===== config.mk =====
export PLATFORM = sky130hd
export DESIGN_NAME = led_pwm_setup
export DESIGN_NICKNAME = d
export VERILOG_FILES = /design/src/rtl/lps_pkg.sv /design/src/rtl/lps_divider.sv /design/src/rtl/lps_psc_pick.sv /design/src/rtl/led_pwm_setup.sv
export SDC_FILE = /design/constraint.sdc
export NUM_CORES = 2
export LEC_CHECK = 0
export BUFFER_PORTS_ARGS = -buffer_cell sky130_fd_sc_hd__buf_2
export CORE_ASPECT_RATIO = 0.6
export CORE_MARGIN = 8
export CORE_UTILIZATION = 60
export CTS_BUF_LIST = sky130_fd_sc_hd__clkbuf_4
export DETAILED_ROUTE_END_ITERATION = 8
export HOLD_SLACK_MARGIN = 0.02
export PLACE_DENSITY = 0.78
export SYNTH_ARGS = -nofsm -noshare
export SYNTH_HDL_FRONTEND = slang
export SYNTH_SLANG_ARGS = --single-unit

===== constraint.sdc =====
create_clock -name clk_i -period 10.9 [get_ports clk_i]
set_input_delay 2.725 -clock clk_i [delete_from_list [all_inputs] [get_ports clk_i]]
set_output_delay 2.725 -clock clk_i [all_outputs]
set_load 0.1 [all_outputs]

===== src/rtl/lps_pkg.sv =====
package lps_pkg;
  localparam int NUM_PSC     = 4;
  localparam int PSC_W       = $clog2(NUM_PSC);
  localparam int PSC_SHIFT   = 2;
  localparam int DEF_REFRESH = 100;

  typedef enum logic [1:0] {
    ST_IDLE,
    ST_SETUP,
    ST_DIV_PER,
    ST_DIV_CMP
  } lps_state_e;
endpackage


===== src/rtl/lps_divider.sv =====
module lps_divider #(
  parameter int W = 40
) (
  input  logic         clk_i,
  input  logic         rst_ni,
  input  logic         start_i,
  input  logic [W-1:0] num_i,
  input  logic [W-1:0] den_i,
  output logic         done_o,
  output logic [W-1:0] quo_o
);
  localparam int CW = $clog2(W + 1);

  logic [W:0]    rem_q;
  logic [W-1:0]  quo_q, num_q, den_q;
  logic [CW-1:0] cnt_q;
  logic          run_q, done_q;
  logic [W:0]    shifted, diff;
  logic          ge;

  always_comb begin
    shifted = {rem_q[W-1:0], quo_q[W-1]};
    ge      = shifted >= {1'b0, den_q};
    diff    = shifted - {1'b0, den_q};
  end

  always_ff @(posedge clk_i or negedge rst_ni) begin
    if (!rst_ni) begin
      rem_q  <= '0;
      quo_q  <= '0;
      num_q  <= '0;
      den_q  <= '0;
      cnt_q  <= '0;
      run_q  <= 1'b0;
      done_q <= 1'b0;
    end else begin
      done_q <= 1'b0;
      if (start_i) begin
        rem_q <= '0;
        quo_q <= num_i;
        num_q <= num_i;
        den_q <= den_i;
        cnt_q <= CW'(W);
        run_q <= 1'b1;
      end else if (run_q) begin
        rem_q <= ge ? diff : shifted;
        quo_q <= {quo_q[W-2:0], ge};
        cnt_q <= cnt_q - 1'b1;
        if (cnt_q == CW'(1)) begin
          run_q  <= 1'b0;
          done_q <= 1'b1;
        end
      end
    end
  end

  assign done_o = done_q;
  assign quo_o  = quo_q;

  logic [2*W-1:0] recon;
  assign recon = (2*W)'(quo_q) * (2*W)'(den_q) + (2*W)'(rem_q);

  // divider result must reconstruct the dividend exactly
  p_div_exact_r4: assert property (@(posedge clk_i) disable iff (!rst_ni)
    done_q |-> (recon == (2*W)'(num_q)) && (rem_q < {1'b0, den_q}));
  p_div_pulse_r8: assert property (@(posedge clk_i) disable iff (!rst_ni)
    done_q |=> !done_q);
endmodule


===== src/rtl/lps_psc_pick.sv =====
module lps_psc_pick
  import lps_pkg::*;
#(
  parameter int RATE_W = 32,
  parameter int MIN_W  = 24
) (
  input  logic [RATE_W-1:0] rate_i,
  input  logic [MIN_W-1:0]  min_i,
  output logic [PSC_W-1:0]  code_o,
  output logic              ok_o,
  output logic [RATE_W-1:0] scaled_o
);
  localparam int CMP_W = (RATE_W > MIN_W) ? RATE_W : MIN_W;

  logic [RATE_W-1:0]  scaled [NUM_PSC];
  logic [NUM_PSC-1:0] fit;

  for (genvar k = 0; k < NUM_PSC; k++) begin : g_div
    assign scaled[k] = rate_i >> (PSC_SHIFT * k);
    assign fit[k]    = CMP_W'(scaled[k]) >= CMP_W'(min_i);
  end

  // highest fitting divider wins
  always_comb begin
    ok_o     = 1'b0;
    code_o   = '0;
    scaled_o = scaled[0];
    for (int k = 0; k < NUM_PSC; k++) begin
      if (fit[k]) begin
        ok_o     = 1'b1;
        code_o   = PSC_W'(k);
        scaled_o = scaled[k];
      end
    end
  end
endmodule


===== src/rtl/led_pwm_setup.sv =====
module led_pwm_setup
  import lps_pkg::*;
#(
  parameter int RATE_W = 32,
  parameter int BRI_W  = 8,
  parameter int REF_W  = 16
) (
  input  logic              clk_i,
  input  logic              rst_ni,
  input  logic [RATE_W-1:0] src_rate_i,
  input  logic [BRI_W-1:0]  max_bri_i,
  input  logic [REF_W-1:0]  refresh_i,
  input  logic [BRI_W-1:0]  bri_i,
  input  logic              bri_valid_i,
  output logic              busy_o,
  output logic [PSC_W-1:0]  psc_code_o,
  output logic [RATE_W-1:0] period_o,
  output logic [RATE_W-1:0] compare_o,
  output logic              pwm_en_o,
  output logic              pin_static_o,
  output logic              pin_level_o,
  output logic              err_o
);
  localparam int MIN_W = BRI_W + REF_W;
  localparam int DW    = RATE_W + BRI_W;

  lps_state_e        state_q;
  logic [BRI_W-1:0]  cur_q, pend_q;
  logic              pend_v_q;
  logic [REF_W-1:0]  ref_eff;
  logic [MIN_W-1:0]  min_rate;
  logic [PSC_W-1:0]  pick_code;
  logic              pick_ok;
  logic [RATE_W-1:0] pick_scaled;
  logic              is_static;
  logic              div_start, div_done;
  logic [DW-1:0]     div_num, div_den, div_q;

  assign ref_eff   = (refresh_i == '0) ? REF_W'(DEF_REFRESH) : refresh_i;
  assign min_rate  = MIN_W'(max_bri_i) * MIN_W'(ref_eff);
  assign is_static = (cur_q == '0) || (cur_q == max_bri_i);

  lps_psc_pick #(.RATE_W(RATE_W), .MIN_W(MIN_W)) u_pick (
    .rate_i  (src_rate_i),
    .min_i   (min_rate),
    .code_o  (pick_code),
    .ok_o    (pick_ok),
    .scaled_o(pick_scaled)
  );

  always_comb begin
    if (state_q == ST_SETUP) begin
      div_num = DW'(pick_scaled);
      div_den = DW'(ref_eff);
    end else begin
      div_num = DW'(max_bri_i - cur_q) * DW'(div_q[RATE_W-1:0]);
      div_den = DW'(max_bri_i);
    end
    div_start = ((state_q == ST_SETUP) && !is_static && pick_ok) ||
                ((state_q == ST_DIV_PER) && div_done);
  end

  lps_divider #(.W(DW)) u_div (
    .clk_i  (clk_i),
    .rst_ni (rst_ni),
    .start_i(div_start),
    .num_i  (div_num),
    .den_i  (div_den),
    .done_o (div_done),
    .quo_o  (div_q)
  );

  always_ff @(posedge clk_i or negedge rst_ni) begin
    if (!rst_ni) begin
      state_q      <= ST_IDLE;
      cur_q        <= '0;
      pend_q       <= '0;
      pend_v_q     <= 1'b0;
      psc_code_o   <= '0;
      period_o     <= '0;
      compare_o    <= '0;
      pwm_en_o     <= 1'b0;
      pin_static_o <= 1'b1;
      pin_level_o  <= 1'b0;
      err_o        <= 1'b0;
    end else begin
      if (state_q != ST_IDLE && bri_valid_i) begin
        pend_q   <= bri_i;
        pend_v_q <= 1'b1;
      end
      unique case (state_q)
        ST_IDLE: begin
          if (bri_valid_i || pend_v_q) begin
            cur_q    <= bri_valid_i ? bri_i : pend_q;
            pend_v_q <= 1'b0;
            pwm_en_o <= 1'b0;   // stop channel first
            state_q  <= ST_SETUP;
          end
        end
        ST_SETUP: begin
          if (is_static) begin
            pin_static_o <= 1'b1;
            pin_level_o  <= (cur_q != '0);
            err_o        <= 1'b0;
            state_q      <= ST_IDLE;
          end else if (!pick_ok) begin
            pin_static_o <= 1'b0;
            err_o        <= 1'b1;
            state_q      <= ST_IDLE;
          end else begin
            pin_static_o <= 1'b0;
            psc_code_o   <= pick_code;
            state_q      <= ST_DIV_PER;
          end
        end
        ST_DIV_PER: begin
          if (div_done) begin
            period_o <= div_q[RATE_W-1:0];
            state_q  <= ST_DIV_CMP;
          end
        end
        ST_DIV_CMP: begin
          if (div_done) begin
            compare_o <= div_q[RATE_W-1:0];
            pwm_en_o  <= 1'b1;
            err_o     <= 1'b0;
            state_q   <= ST_IDLE;
          end
        end
        default: state_q <= ST_IDLE;
      endcase
    end
  end

  assign busy_o = (state_q != ST_IDLE);

  p_stop_while_busy_r8: assert property (@(posedge clk_i) disable iff (!rst_ni)
    busy_o |-> !pwm_en_o);
  p_static_no_pwm_r6: assert property (@(posedge clk_i) disable iff (!rst_ni)
    pin_static_o |-> !pwm_en_o);
  p_err_no_pwm_r3: assert property (@(posedge clk_i) disable iff (!rst_ni)
    err_o |-> !pwm_en_o);
  p_pwm_on_timer_pin_r7: assert property (@(posedge clk_i) disable iff (!rst_ni)
    $rose(pwm_en_o) |-> !pin_static_o && !err_o);
  p_cmp_in_period_r5: assert property (@(posedge clk_i) disable iff (!rst_ni)
    pwm_en_o |-> compare_o <= period_o);
  p_psc_fits_r2: assert property (@(posedge clk_i) disable iff (!rst_ni)
    pwm_en_o |-> 64'(src_rate_i >> (PSC_SHIFT * psc_code_o)) >= 64'(min_rate));
  p_psc_slowest_r2: assert property (@(posedge clk_i) disable iff (!rst_ni)
    (pwm_en_o && psc_code_o != PSC_W'(NUM_PSC - 1)) |->
      64'(src_rate_i >> (PSC_SHIFT * (psc_code_o + 1))) < 64'(min_rate));
  p_quo_fits_r4: assert property (@(posedge clk_i) disable iff (!rst_ni)
    div_done |-> div_q[DW-1:RATE_W] == '0);
endmodule


==> flow_summary.json <==
{
  "cts_hold_buffers": 0,
  "die_area_um2": 50400,
  "tritoncts_num_sinks": 193,
  "synth_fp_nets": 3516,
  "die_y_um": 177,
  "setup_viol_count_final": 0,
  "slew-limit-headroom": 0.113,
  "yosysWarningCount": 0,
  "placeableCoreArea_um2": 43000,
  "hold_path.class": "flip-flop to flip-flop",
  "timing.final.max_slew_violations": 0,
  "numCtsBuffers": 17,
  "synth_seq_area_share": 0.186,
  "finalHoldViolations": 0,
  "critPathBufInv": 9,
  "filler_cell_count": 3570,
  "placementRows": 59,
  "share_of_cells_above_drive_strength_1": 0.140,
  "clock_path_buffers": 2,
  "timing.setup.tns_ps": 0,
  "grt_overflow_total": 0,
  "initial_utilization": 0.604,
  "vias_per_cell": 6.06,
  "gp_routability_congestion": 0.947,
  "dr.first_iter.drc_count": 2081,
  "synth_area_per_inst_um2": 8.90,
  "yosysUniqueCellTypes": 81,
  "grt_pass1_wl_um": 120000,
  "critPathTopFamily": "adder cells",
  "placed_cells": 3599,
  "crit_path_cell_count": 36,
  "routedWlPerCell_um": 20.1,
  "post_synthesis_compound_gate_area_fraction": 0.125,
  "synth-edff-count": 0,
  "clk_pin_slew_worst_paths_ps": 220,
  "final_cell_mix": "sky130_fd_sc_hd__nand2_1 (353), sky130_fd_sc_hd__inv_1 (326), sky130_fd_sc_hd__fa_1 (297)",
  "holdPathStages": 2,
  "grt_pass1_vias": 22800,
  "remaining_routing_drc_violations": 0,
  "cell_type_of_the_slowest_stage_on_the_worst_timing_path": "sky130_fd_sc_hd__or4b_2",
  "min_period_over_period": 0.956,
  "htree_num_levels": 4,
  "fmaxAchievable_mhz": 96.0,
  "nets_final": 3641,
  "timing.setup.critical_path_class": "input port to flip-flop",
  "max_stage_delay_ps": 630,
  "syn_to_final_growth_pct": 8.96,
  "design.portCount": 138,
  "setup_repair_after_global_routing_missed_its_margin": "false",
  "final-seq-area_um2": 4830,
  "max_cap_violations": 0,
  "synth_xor_xnor_area_share": 0.0321,
  "hpwlAfterDp_um": 56400,
  "grt_max_degree": 96,
  "critical_path.max_fanout": 18,
  "grt_usage": 0.293,
  "setup.worst_path.start_class": "input port",
  "synth-adder-area-share": 0.345,
  "synth_mux_area_frac": 0.0502,
  "most_common_cell_after_layout_fill_and_taps_aside": "sky130_fd_sc_hd__nand2_1",
  "worstMarginPinSlew_ps": 1320,
  "netlist_area_um2": 25900,
  "ys_seq_elements": 193,
  "synth_cells": 2914,
  "grt_antenna_before_repair": 6,
  "main_combinational_cell_family_by_area_after_synthesis": "adder cells",
  "setup.worst_path.end_class": "flip-flop",
  "total_area_of_multi_input_combinational_cells_um2": 19400,
  "detail_route.wirelength_um": 73100,
  "worst-endpoint-required_ps": 11520,
  "yosys.area_share.simple": 0.189,
  "timing.clock.skew_ps": 50.6,
  "via_count": 22000,
  "port_buffers": 137,
  "drt_pre_antenna_iters": 7,
  "antenna_violating_nets_post_route": 0,
  "reg2regPathDepth": 34,
  "fin_cells": 3637,
  "postSynth.asyncResetShare": 1.00,
  "fp.dieW_um": 284,
  "timing.final.crit_period_ps": 10420,
  "outcome": "completed",
  "timing.critical_path.mode_cell": "sky130_fd_sc_hd__buf_4",
  "tritoncts_clock_tree": "built",
  "clock_insertion_delay_worst_skew_ps": 700,
  "whs_ps": 497,
  "ys_dominant_reg_cell": "sky130_fd_sc_hd__dfrtp_1",
  "crit_arrival_ps": 11040,
  "cts_root_buffer": "sky130_fd_sc_hd__clkbuf_4"
}
==> layout make-up <==
class,instances,area share
Sequential cell,193,0.171
Inverter,326,0.0433
Clock buffer,17,0.00452
Multi-Input combinational cell,2234,0.686
Timing Repair Buffer,267,0.0618
Antenna cell,6,0.000531
Clock inverter,15,0.00735
Tap cell,579,0.0256
==> worst register-to-register path: cells and delay by family (launching register included) <==
kind,cells,cell delay [ps]
xor gates and xnor gates,1,140
buffers and inverters,8,900
and+or+nand+nor,3,250
DFF,1,490
AOI/OAI and AO/OA,14,2830
adders and majority gates,8,3470
==> metal layers <==
metal | track usage | up-vias | wire length [um]
met5 | 0 | - | 0
met2 | 0.461 | 999 | 33000
li1 | - | 9941 | -
met3 | 0.0763 | 138 | 6960
met4 | 0.0830 | 0 | 1630
met1 | 0.400 | 11000 | 31500
==> synth_stat cells, drive strengths merged (4+ instances only) <==
cell	count	share of area
a41oi	5	0.0017
a2111oi	11	0.0037
o21ai	77	0.015
dfrtp	192	0.19
mux2	49	0.021
a21o	49	0.014
a221o	5	0.0019
a211oi	55	0.016
o211a	7	0.0027
o22ai	15	0.0041
o31ai	11	0.0032
a21oi	120	0.023
o2111ai	4	0.0014
buf	23	0.0047
inv	326	0.047
mux2i	75	0.029
a31oi	29	0.0076
o221ai	8	0.0029
clkbuf	138	0.020
fa	297	0.23
nor4	17	0.0041
nand4	31	0.0075
a211o	4	0.0014
nand3	34	0.0066
o31a	6	0.0020
nor3	45	0.0087
a21boi	6	0.0017
nand2b	46	0.011
and3	10	0.0024
nor2b	34	0.0082
a22oi	5	0.0014
ha	238	0.11
xor2	35	0.012
o21bai	10	0.0029
nor2	157	0.023
and2	186	0.045
or2	42	0.010
o211ai	25	0.0074
or4	4	0.0012
o21a	8	0.0023
nand2	353	0.051
or3	19	0.0046
xnor2	60	0.020
a31o	4	0.0014
==> through the flow <==
stage                     setup WS, ps  cell area [um2]   util
final                              480            28300  0.658
after global routing              13.8            28300  0.658
after detailed placement          -428            27900  0.649
after CTS                          300            28200  0.657
after global placement            -133            27900  0.649
after floorplan                    232            25900      -
==> worst paths after layout <==
path	startpoint	to	slack [ps]
max	refresh_i[11]	u_div.quo_o[3]$_DFFE_PN0P_	480
min	period_o[31]$_DFFE_PN0P_	period_o[31]$_DFFE_PN0P_	500
max reg2reg	cur_q[0]$_DFFE_PN0P_	u_div.quo_o[39]$_DFFE_PN0P_	2710
min reg2reg	period_o[31]$_DFFE_PN0P_	period_o[31]$_DFFE_PN0P_	500
max in group asynchronous	rst_ni	period_o[22]$_DFFE_PN0P_	7570
min in group asynchronous	rst_ni	compare_o[1]$_DFFE_PN0P_	1980
==> registers in the layout (all words and copies together) (netlist names), 2 cells and up, named ones only <==
| register | cells |
|---|---|
| u_div.cnt_q | 6 |
| u_div.den_q | 16 |
| u_div.quo_o | 40 |
| psc_code_o | 2 |
| cur_q | 8 |
| period_o | 32 |
| compare_o | 32 |
| u_div.rem_q | 40 |
| pend_q | 8 |
==> cell families (layout without fill, tap and decap cells) <==
logic type	Yosys count	after routing
and+or+nand+nor	995	995
muxes	124	124
buffers and inverters	487	625
xor gates and xnor gates	95	95
AOI/OAI and AO/OA	482	482
DFF	193	193
adders and majority gates	538	538
other	0	6
==> repair_timing <==
| action | in CTS | in global routing |
|---|---|---|
| buffers inserted | 0 | 0 |
| gates resized for setup | 0 | 7 |
| setup endpoints to repair | 0 | 100 |
Power is left out: the tool's default activity adds up to more than one toggle a clock period on the data nets, which glitch-free logic cannot reach.
